File: config.mk
export PLATFORM = sky130hd
export DESIGN_NAME = mpram
export DESIGN_NICKNAME = d
export VERILOG_FILES = /design/src/rtl/mpram_pkg.sv /design/src/rtl/mpram_bank.sv /design/src/rtl/mpram_rd.sv /design/src/rtl/mpram.sv
export SDC_FILE = /design/constraint.sdc
export NUM_CORES = 1
export LEC_CHECK = 0
export BUFFER_PORTS_ARGS = -buffer_cell sky130_fd_sc_hd__clkbuf_2
export CORE_MARGIN = 2
export CORE_UTILIZATION = 25
export CTS_CLUSTER_SIZE = 12
export DETAILED_ROUTE_END_ITERATION = 16
export SETUP_SLACK_MARGIN = 0.02
export SLEW_MARGIN = 20
export SYNTH_ARGS = -nofsm -noshare
export SYNTH_HDL_FRONTEND = slang
export SYNTH_SLANG_ARGS = --single-unit
File: constraint.sdc
create_clock -name clk -period 5.07 [get_ports clk]
set_input_delay 0.2535 -clock clk [delete_from_list [all_inputs] [get_ports clk]]
set_output_delay 0.2535 -clock clk [all_outputs]
set_load 0.02 [all_outputs]
File: src/rtl/mpram_pkg.sv
package mpram_pkg;
    typedef enum logic {
        EDGE_FALL = 1'b0,
        EDGE_RISE = 1'b1
    } edge_e;
endpackage

File: src/rtl/mpram_bank.sv
// One storage bank per clock edge. The logical contents are the XOR of both banks.
module mpram_bank #(
    parameter int DEPTH = 12,
    parameter int DW    = 8,
    parameter int AW    = 4,
    parameter int N_WR  = 3,
    parameter logic [N_WR-1:0] WR_RISE = '1,
    parameter mpram_pkg::edge_e EDGE = mpram_pkg::EDGE_RISE,
    parameter logic [DEPTH*DW-1:0] RESET_IMAGE = '0
) (
    input  logic                clk,
    input  logic                rst_n,
    input  logic [DEPTH*DW-1:0] other_q,
    input  logic [N_WR*AW-1:0]  wr_addr,
    input  logic [N_WR*DW-1:0]  wr_data,
    input  logic [N_WR*DW-1:0]  wr_mask,
    output logic [DEPTH*DW-1:0] bank_q,
    output logic [DEPTH*DW-1:0] image_after
);
    localparam int  BITS    = DEPTH * DW;
    localparam int  HI      = N_WR - 1;
    localparam logic MY_EDGE = (EDGE == mpram_pkg::EDGE_RISE);

    typedef struct packed {
        logic [BITS-1:0] bank;
    } bank_state_t;

    bank_state_t st_d, st_q;
    logic [BITS-1:0] image_now;
    logic            any_live;

    // Ports of this edge are applied in ascending index order, so a higher index wins.
    always_comb begin
        image_now   = st_q.bank ^ other_q;
        image_after = image_now;
        any_live    = 1'b0;
        for (int p = 0; p < N_WR; p++) begin
            int base;
            base = int'(wr_addr[p*AW +: AW]) * DW;
            if (WR_RISE[p] == MY_EDGE && int'(wr_addr[p*AW +: AW]) < DEPTH) begin
                for (int b = 0; b < DW; b++) begin
                    if (wr_mask[p*DW + b]) begin
                        image_after[base + b] = wr_data[p*DW + b];
                        any_live              = 1'b1;
                    end
                end
            end
        end
        st_d.bank = image_after ^ other_q;
    end

    assign bank_q = st_q.bank;

    logic [AW-1:0] hi_addr;
    logic          hi_full;
    assign hi_addr = wr_addr[HI*AW +: AW];
    assign hi_full = (WR_RISE[HI] == MY_EDGE) && (&wr_mask[HI*DW +: DW])
                     && (int'(hi_addr) < DEPTH);

    if (EDGE == mpram_pkg::EDGE_RISE) begin : g_pos
        always_ff @(posedge clk or negedge rst_n) begin
            if (!rst_n) st_q <= '{bank: RESET_IMAGE};
            else        st_q <= st_d;
        end
        // R3 as well: with no live mask bit this bank holds.
        p_idle_bank_r10: assert property (@(posedge clk) disable iff (!rst_n)
            !any_live |=> $stable(st_q.bank));
        p_hi_port_wins_r4: assert property (@(posedge clk) disable iff (!rst_n)
            hi_full |-> (image_after[int'(hi_addr)*DW +: DW] == wr_data[HI*DW +: DW]));
    end else begin : g_neg
        always_ff @(negedge clk or negedge rst_n) begin
            if (!rst_n) st_q <= '{bank: RESET_IMAGE};
            else        st_q <= st_d;
        end
        p_idle_bank_r10: assert property (@(negedge clk) disable iff (!rst_n)
            !any_live |=> $stable(st_q.bank));
        p_hi_port_wins_r4: assert property (@(negedge clk) disable iff (!rst_n)
            hi_full |-> (image_after[int'(hi_addr)*DW +: DW] == wr_data[HI*DW +: DW]));
    end
endmodule

File: src/rtl/mpram_rd.sv
module mpram_rd #(
    parameter int DEPTH  = 12,
    parameter int DW     = 8,
    parameter int AW     = 4,
    parameter bit SYNC   = 1'b1,
    parameter bit RISE   = 1'b1,
    parameter bit BYPASS = 1'b0
) (
    input  logic                clk,
    input  logic                rst_n,
    input  logic                en,
    input  logic [AW-1:0]       addr,
    input  logic [DEPTH*DW-1:0] image_now,
    input  logic [DEPTH*DW-1:0] image_edge,
    output logic [DW-1:0]       data
);
    localparam int BITS = DEPTH * DW;

    typedef struct packed {
        logic [DW-1:0] word;
    } rd_state_t;

    function automatic logic [DW-1:0] pick(input logic [BITS-1:0] img, input logic [AW-1:0] a);
        pick = '0;
        if (int'(a) < DEPTH) pick = img[int'(a)*DW +: DW];
    endfunction

    logic in_range;
    logic unused_inputs;
    assign in_range      = int'(addr) < DEPTH;
    assign unused_inputs = ^{en, image_edge};

    if (SYNC) begin : g_sync
        rd_state_t st_d, st_q;

        always_comb begin
            st_d = st_q;
            if (en) st_d.word = pick(BYPASS ? image_edge : image_now, addr);
        end

        if (RISE) begin : g_pos
            always_ff @(posedge clk or negedge rst_n) begin
                if (!rst_n) st_q <= '0;
                else        st_q <= st_d;
            end
            p_hold_r7: assert property (@(posedge clk) disable iff (!rst_n)
                !en |=> $stable(data));
            p_oob_zero_r10: assert property (@(posedge clk) disable iff (!rst_n)
                (en && !in_range) |=> (data == '0));
        end else begin : g_neg
            always_ff @(negedge clk or negedge rst_n) begin
                if (!rst_n) st_q <= '0;
                else        st_q <= st_d;
            end
            p_hold_r7: assert property (@(negedge clk) disable iff (!rst_n)
                !en |=> $stable(data));
            p_oob_zero_r10: assert property (@(negedge clk) disable iff (!rst_n)
                (en && !in_range) |=> (data == '0));
        end

        assign data = st_q.word;
    end else begin : g_comb
        assign data = pick(image_now, addr);
        p_comb_oob_r10: assert property (@(posedge clk) disable iff (!rst_n)
            !in_range |-> (data == '0));
    end
endmodule

File: src/rtl/mpram.sv
module mpram #(
    parameter int DEPTH = 12,
    parameter int DW    = 8,
    parameter int AW    = (DEPTH > 1) ? $clog2(DEPTH) : 1,
    parameter int N_RD  = 3,
    parameter int N_WR  = 3,
    parameter logic [N_RD-1:0] RD_SYNC   = 3'b011,
    parameter logic [N_RD-1:0] RD_RISE   = 3'b001,
    parameter logic [N_RD-1:0] RD_BYPASS = 3'b001,
    parameter logic [N_WR-1:0] WR_RISE   = 3'b011,
    parameter logic [DEPTH*DW-1:0] INIT_IMAGE = '0
) (
    input  logic               clk,
    input  logic               rst_n,
    input  logic [N_RD-1:0]    rd_en,
    input  logic [N_RD*AW-1:0] rd_addr,
    output logic [N_RD*DW-1:0] rd_data,
    input  logic [N_WR*AW-1:0] wr_addr,
    input  logic [N_WR*DW-1:0] wr_data,
    input  logic [N_WR*DW-1:0] wr_mask
);
    localparam int BITS = DEPTH * DW;

    logic [BITS-1:0] rise_q, fall_q;
    logic [BITS-1:0] rise_after, fall_after;
    logic [BITS-1:0] image_now;

    assign image_now = rise_q ^ fall_q;

    mpram_bank #(
        .DEPTH(DEPTH), .DW(DW), .AW(AW), .N_WR(N_WR), .WR_RISE(WR_RISE),
        .EDGE(mpram_pkg::EDGE_RISE), .RESET_IMAGE(INIT_IMAGE)
    ) u_bank_rise (
        .clk(clk), .rst_n(rst_n), .other_q(fall_q),
        .wr_addr(wr_addr), .wr_data(wr_data), .wr_mask(wr_mask),
        .bank_q(rise_q), .image_after(rise_after)
    );

    mpram_bank #(
        .DEPTH(DEPTH), .DW(DW), .AW(AW), .N_WR(N_WR), .WR_RISE(WR_RISE),
        .EDGE(mpram_pkg::EDGE_FALL), .RESET_IMAGE('0)
    ) u_bank_fall (
        .clk(clk), .rst_n(rst_n), .other_q(rise_q),
        .wr_addr(wr_addr), .wr_data(wr_data), .wr_mask(wr_mask),
        .bank_q(fall_q), .image_after(fall_after)
    );

    for (genvar i = 0; i < N_RD; i++) begin : g_rd
        mpram_rd #(
            .DEPTH(DEPTH), .DW(DW), .AW(AW),
            .SYNC(RD_SYNC[i]), .RISE(RD_RISE[i]), .BYPASS(RD_BYPASS[i])
        ) u_rd (
            .clk(clk), .rst_n(rst_n), .en(rd_en[i]),
            .addr(rd_addr[i*AW +: AW]),
            .image_now(image_now),
            .image_edge(RD_RISE[i] ? rise_after : fall_after),
            .data(rd_data[i*DW +: DW])
        );
    end
endmodule

==> run summary <==
Global-route layer with the greatest usage - met2
Met1 demand-to-capacity share in global routing - 27.6%
Largest fanout on the critical path - 3
Standby leakage power - 6.43 nW
Number of fillers in the final layout - 6426
Via-per-instance ratio - 6.05
Sequential element share of the synthesized area - 33.6%
Outcome - complete, no violations
Flop-to-flop setup slack - 80 ps
Port Buffers - 99
Antenna violations before repair - 15
Die Wd - 253 µm
Placement row count - 91
Post-synthesis average cell area - 9.17 µm²
Worst endpoint data arrival time - 4750 ps
Wire length of the first global-routing pass - 98600 µm
Area of the mapped netlist - 15500 µm²
Biggest cell delay along the critical path - 460 ps
TritonCTS clock tree - done
Max-cap violations - 0
Final core utilization - 29.1%
Cell types occupying the most area after synthesis - dfrtn_1, dfrtp_1, xnor2_1, mux4_2, xor2_1
Max VDD drop - 264 µV
Worst clock skew - 24.3 ps
Core area - 61500 µm²
M2 GR Usage - 30.5%
CTS root buf - clkbuf_16
Warnings, synthesis - 0
Final HPWL from detailed placement - 46400 µm
Number of iterations in the first detailed-routing pass - 6
Setup tns final - 0 ps
Netlist cell types - 85
Ports - 101
Unrepaired setup endpoints after global routing - yes
Clk Latency, worst-skew pair - 570 ps
Chain of cells forming the critical path - xor2_1 > mux4_2 > mux2i_1 > o22ai_1 > clkbuf_2
H-tree level count - 1
Vert. Die Dim - 253 µm
CP Buf/Inv Count - 1
Fraction of synthesis flops using an asynchronous set or reset pin - 100%
Worst min path class - in -> reg
Antenna-violating nets left - 0
Commonest register cell after synthesis - dfrtp_1
Number of max-slew violations in the final report - 0
Count of unresolved DRC violations after routing - 0
Cts bufs inserted - 26
Area leader, netlist - dfrtn_1
Layout cell share with drive strength beyond 1 - 18.0%
Overall global routing resource usage - 20.6%
Gate count of the mapped netlist - 1689
Pwr dens - 567 nW/µm²
Hold Fails Final Rpt - 0
Grt met3 use - 6.85%
Cell with the largest stage delay on the worst path - dfrtn_1
Transition time at the pin with the least slew margin - 1260 ps
Maximum number of pins on one net before global-route repair - 69
Routed wire per std cell - 26.6 µm
Initial core utilization - 25.2%
Share of the synthesized area in the top cell type - 16.8%
Count of vias placed by the detailed router - 15451
Number of enable flip-flop cells after synthesis - 0
Post-Route WL - 67900 µm
Area growth from synthesis to final layout - 15.7%
Post-synthesis register bit count - 208
1st-iter DRT viols - 2650
Worst path required time - 4820 ps
Type of element launching the critical path - flip-flop
Maximum buffer depth of the clock tree - 3
Number of nets in the synthesized netlist - 1766
Vias in the first global route - 14597
Final number of setup-violating endpoints - 0
Area of the die - 63900 µm²
Final estimated routing congestion in global placement - 0.964
Max transition margin - 16.1%
Number of sinks driven by the clock tree - 208
Clock slew seen by the registers of the worst setup and hold paths - 60 ps
Delay-heaviest family, CP - flip-flops
Gr ovfl total - 0
Setup CP Type - reg -> out
Crit. End Element - output pin
# nets final - 1811
==> path summary, 6_finish.rpt <==
path                                        start                endpoint  depth (start not counted)
setup / recovery           u_bank_fall.bank_q[27]             rd_data[19]                          5
hold / removal                        wr_data[10]  u_bank_rise.bank_q[34]                          4
setup reg to reg           u_bank_rise.bank_q[22]    g_rd[1].u_rd.data[6]                          6
hold reg to reg              g_rd[1].u_rd.data[6]    g_rd[1].u_rd.data[6]                          2
max in group asynchronous                   rst_n  u_bank_fall.bank_q[88]                          3
min in group asynchronous                   rst_n  u_bank_rise.bank_q[53]                          2
==> where the power goes <==
| part | internal, mW | switching (mW) |
|---|---|---|
| combinational | 2.32 | 2.78 |
| clock | 1.11 | 0.780 |
| sequential | 2.42 | 0.753 |
| total | 5.85 | 4.31 |
==> cell usage after synthesis, types with 10 or more instances <==
cell type and n:
a211oi_1 13, a21oi_1 144, a31oi_1 148, buf_1 17, buf_2 35, clkbuf_1 85, dfrtn_1 104, dfrtp_1 104
inv_1 22, mux2i_1 20, mux4_2 49, nand2_1 42, nand2b_1 17, nand3_1 40, nand3b_1 22, nand4_1 19
nor2_1 119, nor3_1 48, o21a_1 10, o21ai_0 48, o22ai_1 67, o311ai_0 10, o31ai_1 28, o32ai_1 21
or3_1 14, or3b_2 12, xnor2_1 146, xor2_1 125
==> area by class of cell <==
type / count / area [µm²] / area share, %
Multi-Input combinational cell: 1311 / 9700 / 54.2
Sequential cell: 208 / 5200 / 29.1
Timing Repair Buffer: 162 / 1050 / 5.87
Tap cell: 790 / 988 / 5.52
Clock buffer: 37 / 734 / 4.10
Clock inverter: 9 / 104 / 0.580
Inverter: 25 / 93.8 / 0.524
Antenna cell: 12 / 30.0 / 0.168
==> cell usage in the layout (no fill, tap or decap), types with 20 or more instances in the layout <==
cell	count
xnor2_1	146
o31ai_1	28
clkbuf_2	96
nand3b_1	22
clkbuf_16	28
o22ai_1	63
o32ai_1	21
a31oi_1	148
mux4_2	49
xor2_1	113
nand3_1	40
o21ai_0	46
nor3_1	43
mux2i_1	20
dfrtn_1	104
a21oi_1	144
dfrtp_1	104
buf_4	58
inv_1	22
nor2_1	115
nand2_1	42
==> logic make-up after synthesis <==
family	count (synthesis)	share of synthesized area, %
AOI/OAI and AO/OA	579	24.2
and+or+nand+nor	384	13.1
xor gates and xnor gates	271	15.3
DFF	208	33.6
buffers and inverters	170	4.74
muxes	77	9.02
==> sequential cells by signal (all words and copies together) (netlist names) <==
name / cells
u_bank_rise.bank_q: 96
g_rd.u_rd.data: 16
u_bank_fall.bank_q: 96
==> worst min-delay path, delay by kind of cell <==
| kind | cells | cell delay [ps] |
|---|---|---|
| buffers and inverters | 1 | 150 |
| and+or+nand+nor | 2 | 200 |
| AOI/OAI and AO/OA | 1 | 60 |
==> timing repair <==
item,CTS,global route
hold endpoints to repair,29,0
gates resized for setup,7,16
pin swaps,0,1
buffers inserted,0,10
gates cloned,0,0
hold buffers,1,0
setup endpoints to repair,6,7
==> per-layer routing <==
layer / share of wire (%) / wire, µm / vias to the layer above
met4: 4.7 / 3220 / 6
met5: 0.056 / 38 / -
met2: 42 / 28600 / 1191
met1: 40 / 27000 / 7506
li1: - / - / 6493
met3: 13 / 9070 / 255
==> per-stage QoR <==
stage	setup WS, ps	cells	cell area [µm²]	hold WS [ps]	power, mW
2_1_floorplan	663	1689	15500	-42.1	6.53
3_3_place_gp	87.7	2484	16800	320	7.89
3_5_place_dp	99.0	2484	16800	327	8.01
4_1_cts	22.8	2531	17700	98.2	9.97
5_1_grt	13.7	2546	17900	151	10.7
6_report	65.2	2554	17900	151	10.2
Power figures use the tool's default switching activity.
